**config.mk**
```make
export PLATFORM = sky130hd
export DESIGN_NAME = magcmp_chain
export DESIGN_NICKNAME = d
export VERILOG_FILES = /design/src/rtl/magcmp_pkg.sv /design/src/rtl/magcmp_bit_eq.sv /design/src/rtl/magcmp_local.sv /design/src/rtl/magcmp_stage.sv /design/src/rtl/magcmp_chain.sv
export SDC_FILE = /design/constraint.sdc
export NUM_CORES = 1
export LEC_CHECK = 0
export ABC_AREA = 1
export BUFFER_PORTS_ARGS = -buffer_cell sky130_fd_sc_hd__buf_2
export CAP_MARGIN = 20
export CORE_AREA = 2 2 39 41
export DETAILED_ROUTE_END_ITERATION = 12
export DIE_AREA = 0 0 41 43
export SETUP_SLACK_MARGIN = 0.02
export SLEW_MARGIN = 30
export SYNTH_ARGS = -nofsm -noshare
export SYNTH_HDL_FRONTEND = slang
export SYNTH_SLANG_ARGS = --single-unit
export TNS_END_PERCENT = 20
```
**constraint.sdc**
```tcl
create_clock -name vclk -period 1.03
set_input_delay 0.1545 -clock vclk [all_inputs]
set_output_delay 0.1545 -clock vclk [all_outputs]
set_load 0.005 [all_outputs]
```
**src/rtl/magcmp_pkg.sv**
```systemverilog
package magcmp_pkg;

    // Three-line ordering verdict carried between slices
    typedef struct packed {
        logic gt;
        logic eq;
        logic lt;
    } rel_t;

    // Verdict that a chain's bottom slice expects on its cascade lines
    localparam rel_t REL_NEUTRAL = '{gt: 1'b0, eq: 1'b1, lt: 1'b0};

    // Select the local verdict unless the local operands tie
    function automatic rel_t rel_resolve(rel_t local_r, rel_t lower_r);
        rel_t res;
        if (local_r.eq) res = lower_r;
        else            res = local_r;
        return res;
    endfunction

endpackage

```
**src/rtl/magcmp_bit_eq.sv**
```systemverilog
module magcmp_bit_eq #(
    parameter int W = 4
) (
    input  logic [W-1:0] a_i,
    input  logic [W-1:0] b_i,
    output logic [W-1:0] same_o
);
    // One XNOR per bit position
    for (genvar g = 0; g < W; g++) begin : g_bit
        assign same_o[g] = ~(a_i[g] ^ b_i[g]);
    end
endmodule

```
**src/rtl/magcmp_local.sv**
```systemverilog
module magcmp_local
    import magcmp_pkg::*;
#(
    parameter int W = 4
) (
    input  logic [W-1:0] a_i,
    input  logic [W-1:0] same_i,
    output rel_t         rel_o
);
    logic tie;
    logic a_bit_at_top_diff;

    // Ascending scan: a later (higher) differing position overwrites,
    // so the value left is the operand-a bit at the top differing position.
    always_comb begin
        a_bit_at_top_diff = 1'b0;
        for (int i = 0; i < W; i++) begin
            if (!same_i[i]) a_bit_at_top_diff = a_i[i];
        end
    end

    assign tie      = &same_i;
    assign rel_o.eq = tie;
    assign rel_o.gt = ~tie &  a_bit_at_top_diff;
    assign rel_o.lt = ~tie & ~a_bit_at_top_diff;
endmodule

```
**src/rtl/magcmp_stage.sv**
```systemverilog
module magcmp_stage
    import magcmp_pkg::*;
#(
    parameter int W = 4
) (
    input  logic [W-1:0] a_i,
    input  logic [W-1:0] b_i,
    input  rel_t         lower_i,
    output rel_t         rel_o
);
    logic [W-1:0] same;
    rel_t         local_rel;

    magcmp_bit_eq #(.W(W)) u_eq (
        .a_i    (a_i),
        .b_i    (b_i),
        .same_o (same)
    );

    magcmp_local #(.W(W)) u_local (
        .a_i    (a_i),
        .same_i (same),
        .rel_o  (local_rel)
    );

    assign rel_o = rel_resolve(local_rel, lower_i);
endmodule

```
**src/rtl/magcmp_chain.sv**
```systemverilog
module magcmp_chain
    import magcmp_pkg::*;
#(
    parameter int STAGE_W = 4,
    parameter int STAGES  = 2
) (
    input  logic [STAGE_W*STAGES-1:0] a_val,
    input  logic [STAGE_W*STAGES-1:0] b_val,
    input  logic                      casc_gt_i,
    input  logic                      casc_eq_i,
    input  logic                      casc_lt_i,
    output logic                      cmp_gt_o,
    output logic                      cmp_eq_o,
    output logic                      cmp_lt_o
);
    localparam int W = STAGE_W * STAGES;

    // link[0] enters the least significant slice, link[STAGES] leaves the top
    rel_t link [STAGES+1];

    assign link[0] = '{gt: casc_gt_i, eq: casc_eq_i, lt: casc_lt_i};

    for (genvar s = 0; s < STAGES; s++) begin : g_stage
        magcmp_stage #(.W(STAGE_W)) u_stage (
            .a_i     (a_val[s*STAGE_W +: STAGE_W]),
            .b_i     (b_val[s*STAGE_W +: STAGE_W]),
            .lower_i (link[s]),
            .rel_o   (link[s+1])
        );
    end

    assign cmp_gt_o = link[STAGES].gt;
    assign cmp_eq_o = link[STAGES].eq;
    assign cmp_lt_o = link[STAGES].lt;
endmodule

```
* Word level (Yosys, flattened, before mapping) *
Index checks and enable logic that the tools add are counted.

word-level totals
  memories = 0
  input port bits = 19
  bits in latches = 0
  ROM bits = 0
  register bits = 0
  logic and storage cells = 36
  memory bits (writable) = 0

cells by class
  add/subtract/negate cells = 0
  bitwise gates (word level) = 24
  divide/modulo/power cells = 0
  equality and inequality tests = 0
  shift-type cells = 0
  muxes and demuxes = 10
  multiply operators = 0
  reduce and logical (&&, ||, !) cells = 2
  magnitude comparators = 0

operators with widths
  operator             number
  inverter 1 bit       12
  two-way mux 1 bit    8
  AND reduction 4 bit  2
  bitwise XOR 1 bit    8
  two-way mux 3 bit    2
  AND 1 bit            4

* Longest topological paths before layout *
Gate-level depths: netlist of the first run.

  depth in word-level cells = 9
  mapped depth = 10
  mapped depth without buffers = 10

* By module *
From an unflattened synthesis of the first run, not the netlist that was laid out.

second synthesis, totals
  cell total of the unflattened synthesis = 90
  area, all modules = 405.4 µm²

by module, submodules not included
  module         seq. area each (µm²)  times used  area each (µm²)  cells an instance
  magcmp_local   0.0                   2           93.8             16
  magcmp_bit_eq  0.0                   2           75.1             20
  magcmp_stage   0.0                   2           33.8             9

* Worst setup path after synthesis of the first run *
No wires, ideal clock.

  path kind = input port to output port
  start = input port b_val[4]
  end = output port cmp_gt_o
  path buffers = 0
  slack = -100 ps
  data arrival time = 976 ps
  stages = 9
  data required time = 876 ps
  cell sequence = inv_1 ha_1 a21boi_0 nand2_1 nor2_2 nand2_1 inv_1 nand2_1 nand2_1

between the ends
  cells in the longest elaborated chain, start to end = 7

RTL lines
  element                         line                 source
  start: declaration              magcmp_chain.sv:8    input logic [STAGE_W*STAGES-1:0] b_val,
  bitwise XOR 1 bit (*)           magcmp_bit_eq.sv:10  assign same_o[g] = ~(a_i[g] ^ b_i[g]);
  two-way mux 1 bit (4 in a row)  magcmp_local.sv:18   if (!same_i[i]) a_bit_at_top_diff = a_i[i];
  AND 1 bit                       magcmp_local.sv:24   assign rel_o.gt = ~tie & a_bit_at_top_diff;
  two-way mux 3 bit (*)           magcmp_pkg.sv:16     if (local_r.eq) res = lower_r;
  end: declaration                magcmp_chain.sv:12   output logic cmp_gt_o,

Mark *: on every way between the ends. The rest lies on a longest branch, timed or not.

* Worst setup path in the final report of the first run *
Ends and elaborated chain as after synthesis.

==> results of run 1 <==
## how the worst max path moves through the flow
stage / depth (start not counted) / endpoint / slack [ps]
global route: 11 / cmp_gt_o / -370
floorplan: 9 / cmp_gt_o / -40
detailed placement: 11 / cmp_gt_o / -370
CTS: 11 / cmp_gt_o / -280
global placement: 11 / cmp_gt_o / -360
finish: 11 / cmp_gt_o / -260
## final cells by class
cell class                 count  area, um2  share of cell area
multi-input combinational     55        290               0.531
timing repair buffer          24        141               0.259
inverter                      22       95.1               0.174
tap                           16       20.0              0.0366
## synth_stat cells
cell type / n
ha_1: 3
a21boi_0: 1
a21oi_2: 2
nor2_1: 7
nand3_1: 3
nand2_1: 31
inv_1: 22
nor2_2: 2
nand2_2: 2
nand3b_1: 1
a21oi_1: 1
o21ai_0: 1
nor2_4: 1
## kinds of logic (layout without fill, tap and decap cells)
logic type | after synthesis | count (layout) | share of synthesized area
simple gates | 47 | 47 | 0.565
compound gates | 5 | 5 | 0.0982
buf+inv | 22 | 46 | 0.232
fa+ha+maj | 3 | 3 | 0.105
## through the flow
stage	std cells	power, mW	hold slack [ps]	setup TNS, ps
floorplan	77	0.125	389	-58.0
global placement	117	0.201	607	-1020
detailed placement	117	0.205	601	-1050
CTS	117	0.212	604	-774
global route	117	0.241	646	-1070
finish	117	0.208	600	-739
## report_power, final
part	switching (mW)	internal, mW
Sequential	0	0
Clock	0	0
Combinational	0.108	0.100
## worst min-delay path, stage by stage
cell     delay [ps]
buf_2           100
nand2_1          50
nor2_1           30
buf_2           110
## per-layer routing
| layer | vias to the layer above | share of wire |
|---|---|---|
| li1 | 268 | - |
| met2 | 12 | 0.53 |
| met4 | 0 | 0 |
| met3 | 0 | 0.073 |
| met5 | - | 0 |
| met1 | 192 | 0.40 |
## timing repair
action / in CTS / in global routing
hold buffers: 0 / 0
setup endpoints to repair: 3 / 3
resized for setup: 4 / 0
pin swaps: 4 / 1
==> metrics.yaml, run 1 <==
worst_setup_path:
  crit_path_max_fanout: 3
  worstSetupStartpoint: "b_val[4]"
  slowest_delay_ps: 250
  critPathLaunchType: "primary input"
  cp_top_family: "simple AND/OR/NAND/NOR gates"
  cp.buffers_inverters: 4
  crit_path_end_kind: "primary output"
  crit_type: "primary input to primary output"
  worstPathCellList: "buf_8, inv_12, ha_4, a21boi_2, nand2_1, nor2_2, nand2_1, inv_1, nand2_1, nand2_1, buf_2"
  worstPathRequired_ps: 880
  crit_path_top_delay_cell: "ha_4"
  worstPathArrival_ps: 1140
  cp_common_cell: "nand2_1"
layout:
  final_cell_area_um2: 547
  clkbuf_count: 0
  mostFrequentLayoutCells: "nand2_1 (31), inv_1 (21), buf_2 (20), nor2_1 (7), nand3_1 (3)"
  fillers: 167
  seq_area_um2: 0
  syn2layout_area_growth_pct: 53.3
  drive_gt1_frac: 0.337
  seq_cell_count: 0
  final_common_cell: "nand2_1"
  diodes: 0
  post-route-util: 0.395
  fin_nets: 125
logic_synthesis:
  postSynthNetCount: 99
  syn_area_per_cell_um2: 4.63
  synthCells: 77
  yosysWarnings: 0
  netlist.area_leader.share: 0.326
  synth_cell_types: 13
  synth_area_leaders: "nand2_1 (33%), inv_1 (23%), ha_1 (11%)"
  syn_area_um2: 357
  yosys.area.top_type: "nand2_1"
  seq_area_frac_synth: 0
floorplanning:
  core_mm2: 0.00138
  fp.dieH_um: 43
  row_count: 14
  start_util: 0.258
  die_w_um: 41
  fp.dieArea_mm2: 0.00176
  io_pins: 22
power_and_ir_drop:
  peakVddDrop_mv: 0.132
  leakage_nw: 0.378
  powerDensity_mw_per_mm2: 380
sta:
  timing.final.ws_setup_ps: -264
  fmax_mhz: 773
  maxSlewViolCount: 0
  fin_crit_ps: 1290
  rsz0062_at_grt: "yes"
  worstMarginPinSlew_ps: 185
  hold_violations: 0
  slew_headroom: 0.876
  timing.final.crit_share: 1.26
  setup_viol: 3
place:
  hpwlAfterDp_um: 698
  io_buffers: 22
  dpl_cell_area_um2: 531
  dp_slack_ps: -372
  gp_congestion: 0.714
run:
  drv_cap: 0
route:
  wl_um: 743
  drt-pass1-iter-count: 1
  wire_per_inst_um: 6.35
  routed_via_density: 4.03
  remaining_drc_errors: 0
  final_antenna_net_count: 0
  drt-initial-drc-count: 0
  vias: 472
grt:
  grt_max_degree: 4
  grt-busiest-layer: "met2"
  grt_pass1_vias: 401
  gr-total-overflow: 0
  met1_usage: 0.104
  grt_usage: 0.0909
  grt_pass1_wl_um: 1250
  use_met3: 0
  antenna_found_initial: 0
  met2_usage: 0.181
hold_path:
  min_delay_path_depth: 4
  min_from: "casc_eq_i"
  min_path_type: "primary input to primary output"
  hold_path_end: "cmp_eq_o"
cts:
  cts_setup_buffers: 0
run_status:
  failed_checks: "setup timing"
  status: "finished, violations left"
Power figures use the tool's default switching activity.
==> inputs of run 2 (changes only) <==
- BUFFER_PORTS_ARGS: -buffer_cell sky130_fd_sc_hd__buf_2 -> -buffer_cell sky130_fd_sc_hd__clkbuf_2
==> metrics.yaml, run 2 (synthesis results as in run 1) <==
run_status:
  status: "finished, violations left"
  failed_checks: "setup timing"
place:
  dpl_cell_area_um2: 531
  gp_congestion: 0.716
  place_inst: 117
  hpwlAfterDp_um: 684
  dp_slack_ps: -384
  io_buffers: 22
layout:
  diodes: 0
  post-route-util: 0.398
  clkbuf_count: 0
  final_cells: 117
  final_common_cell: "nand2_1"
  fillers: 162
  mostFrequentLayoutCells: "nand2_1 (31), inv_1 (21), clkbuf_2 (21), nor2_1 (7), nand3_1 (3)"
  seq_area_um2: 0
  syn2layout_area_growth_pct: 54.4
  seq_cell_count: 0
  drive_gt1_frac: 0.337
  final_cell_area_um2: 551
  fin_nets: 125
hold_path:
  min_from: "casc_eq_i"
  min_path_type: "primary input to primary output"
  hold_path_end: "cmp_eq_o"
  min_delay_path_depth: 4
floorplanning:
  fp.dieH_um: 43
  io_pins: 22
  row_count: 14
  start_util: 0.258
  fp.dieArea_mm2: 0.00176
  core_mm2: 0.00138
  die_w_um: 41
power_and_ir_drop:
  swShare: 0.518
  peakVddDrop_mv: 0.121
  intPower_mw: 0.101
  power_frac_clock: 0
  total_power_mw: 0.209
  pwr-share-comb: 1.000
  leakage_nw: 0.384
  switching_power_mw: 0.108
  powerDensity_mw_per_mm2: 379
  power_frac_seq: 0
route:
  wire_per_inst_um: 6.22
  remaining_drc_errors: 0
  dr_wl_met2_um: 363
  met1_length_um: 318
  wl_met3_um: 46
  routed_via_density: 4.09
  final_antenna_net_count: 0
  wl_um: 728
  routed.top_layer: "met3"
  drt-pass1-iter-count: 2
  vias: 478
  drt-initial-drc-count: 5
worst_setup_path:
  critPathLaunchType: "primary input"
  worstPathArrival_ps: 1150
  crit_path_end_kind: "primary output"
  crit_path_max_fanout: 3
  worstPathRequired_ps: 880
  crit_type: "primary input to primary output"
sta:
  timing.final.ws_setup_ps: -277
  maxSlewViolCount: 0
  setup_viol: 3
  timing.final.crit_share: 1.27
  rsz0062_at_grt: "yes"
  hold_violations: 0
  worstMarginPinSlew_ps: 190
  fmax_mhz: 765
  slew_headroom: 0.873
  fin_setup_tns_ps: -765
  holdWs_ps: 569
  fin_crit_ps: 1310
grt:
  grt_max_degree: 4
  grt_pass1_vias: 383
  grt_pass1_wl_um: 1280
  antenna_found_initial: 0
  gr-total-overflow: 0
  grt_usage: 0.0949
cts:
  cts_setup_buffers: 0
run:
  drv_cap: 0
[run 2: cell count changes in the layout (fill, tap and decap cells not counted)]
| cell | change |
|---|---|
| buf_2 | -20 |
| buf_6 | -1 |
| buf_8 | -1 |
| clkbuf_16 | +1 |
| clkbuf_2 | +21 |
[run 2: what timing repair did]
| action | CTS | global route |
|---|---|---|
| pin swaps | 4 | 0 |
| resized for setup | 3 | 0 |
| hold buffers | 0 | 0 |
| setup endpoints to repair | 3 | 3 |
[run 2: area by class of cell]
class,count,area [um2],share of cell area
Tap cell,16,20.0,0.0364
Multi-Input combinational cell,55,290,0.527
Inverter,22,95.1,0.173
Timing Repair Buffer,24,145,0.264
[run 2: layer usage]
metal  vias to the layer above  global-route usage
li1                        271                   -
met2                        12               0.178
met4                         0                   0
met5                         -                   0
met1                       195               0.120
met3                         0                   0
[run 2: worst max path at each step]
| stage | startpoint | endpoint | slack, ps | depth (start not counted) |
|---|---|---|---|---|
| 4_1_cts | b_val[4] | cmp_gt_o | -300 | 11 |
| 6_report | b_val[4] | cmp_gt_o | -280 | 11 |
| 5_1_grt | b_val[4] | cmp_gt_o | -430 | 11 |
| 2_1_floorplan | b_val[4] | cmp_gt_o | -40 | 9 |
| 3_3_place_gp | b_val[4] | cmp_gt_o | -370 | 11 |
| 3_5_place_dp | b_val[4] | cmp_gt_o | -380 | 11 |
[run 2: power groups by stage]
stage | Combinational, mW | Clock [mW] | Sequential [mW]
2_1_floorplan | 0.125 | 0 | 0
3_3_place_gp | 0.201 | 0 | 0
3_5_place_dp | 0.204 | 0 | 0
4_1_cts | 0.212 | 0 | 0
5_1_grt | 0.242 | 0 | 0
6_report | 0.209 | 0 | 0
[run 2: critical path, stage by stage]
cell and delay (ps):
clkbuf_16 120, inv_12 30, ha_4 240, a21boi_2 130, nand2_1 60, nor2_2 120, nand2_1 60, inv_1 40
nand2_1 40, nand2_1 50, clkbuf_2 100
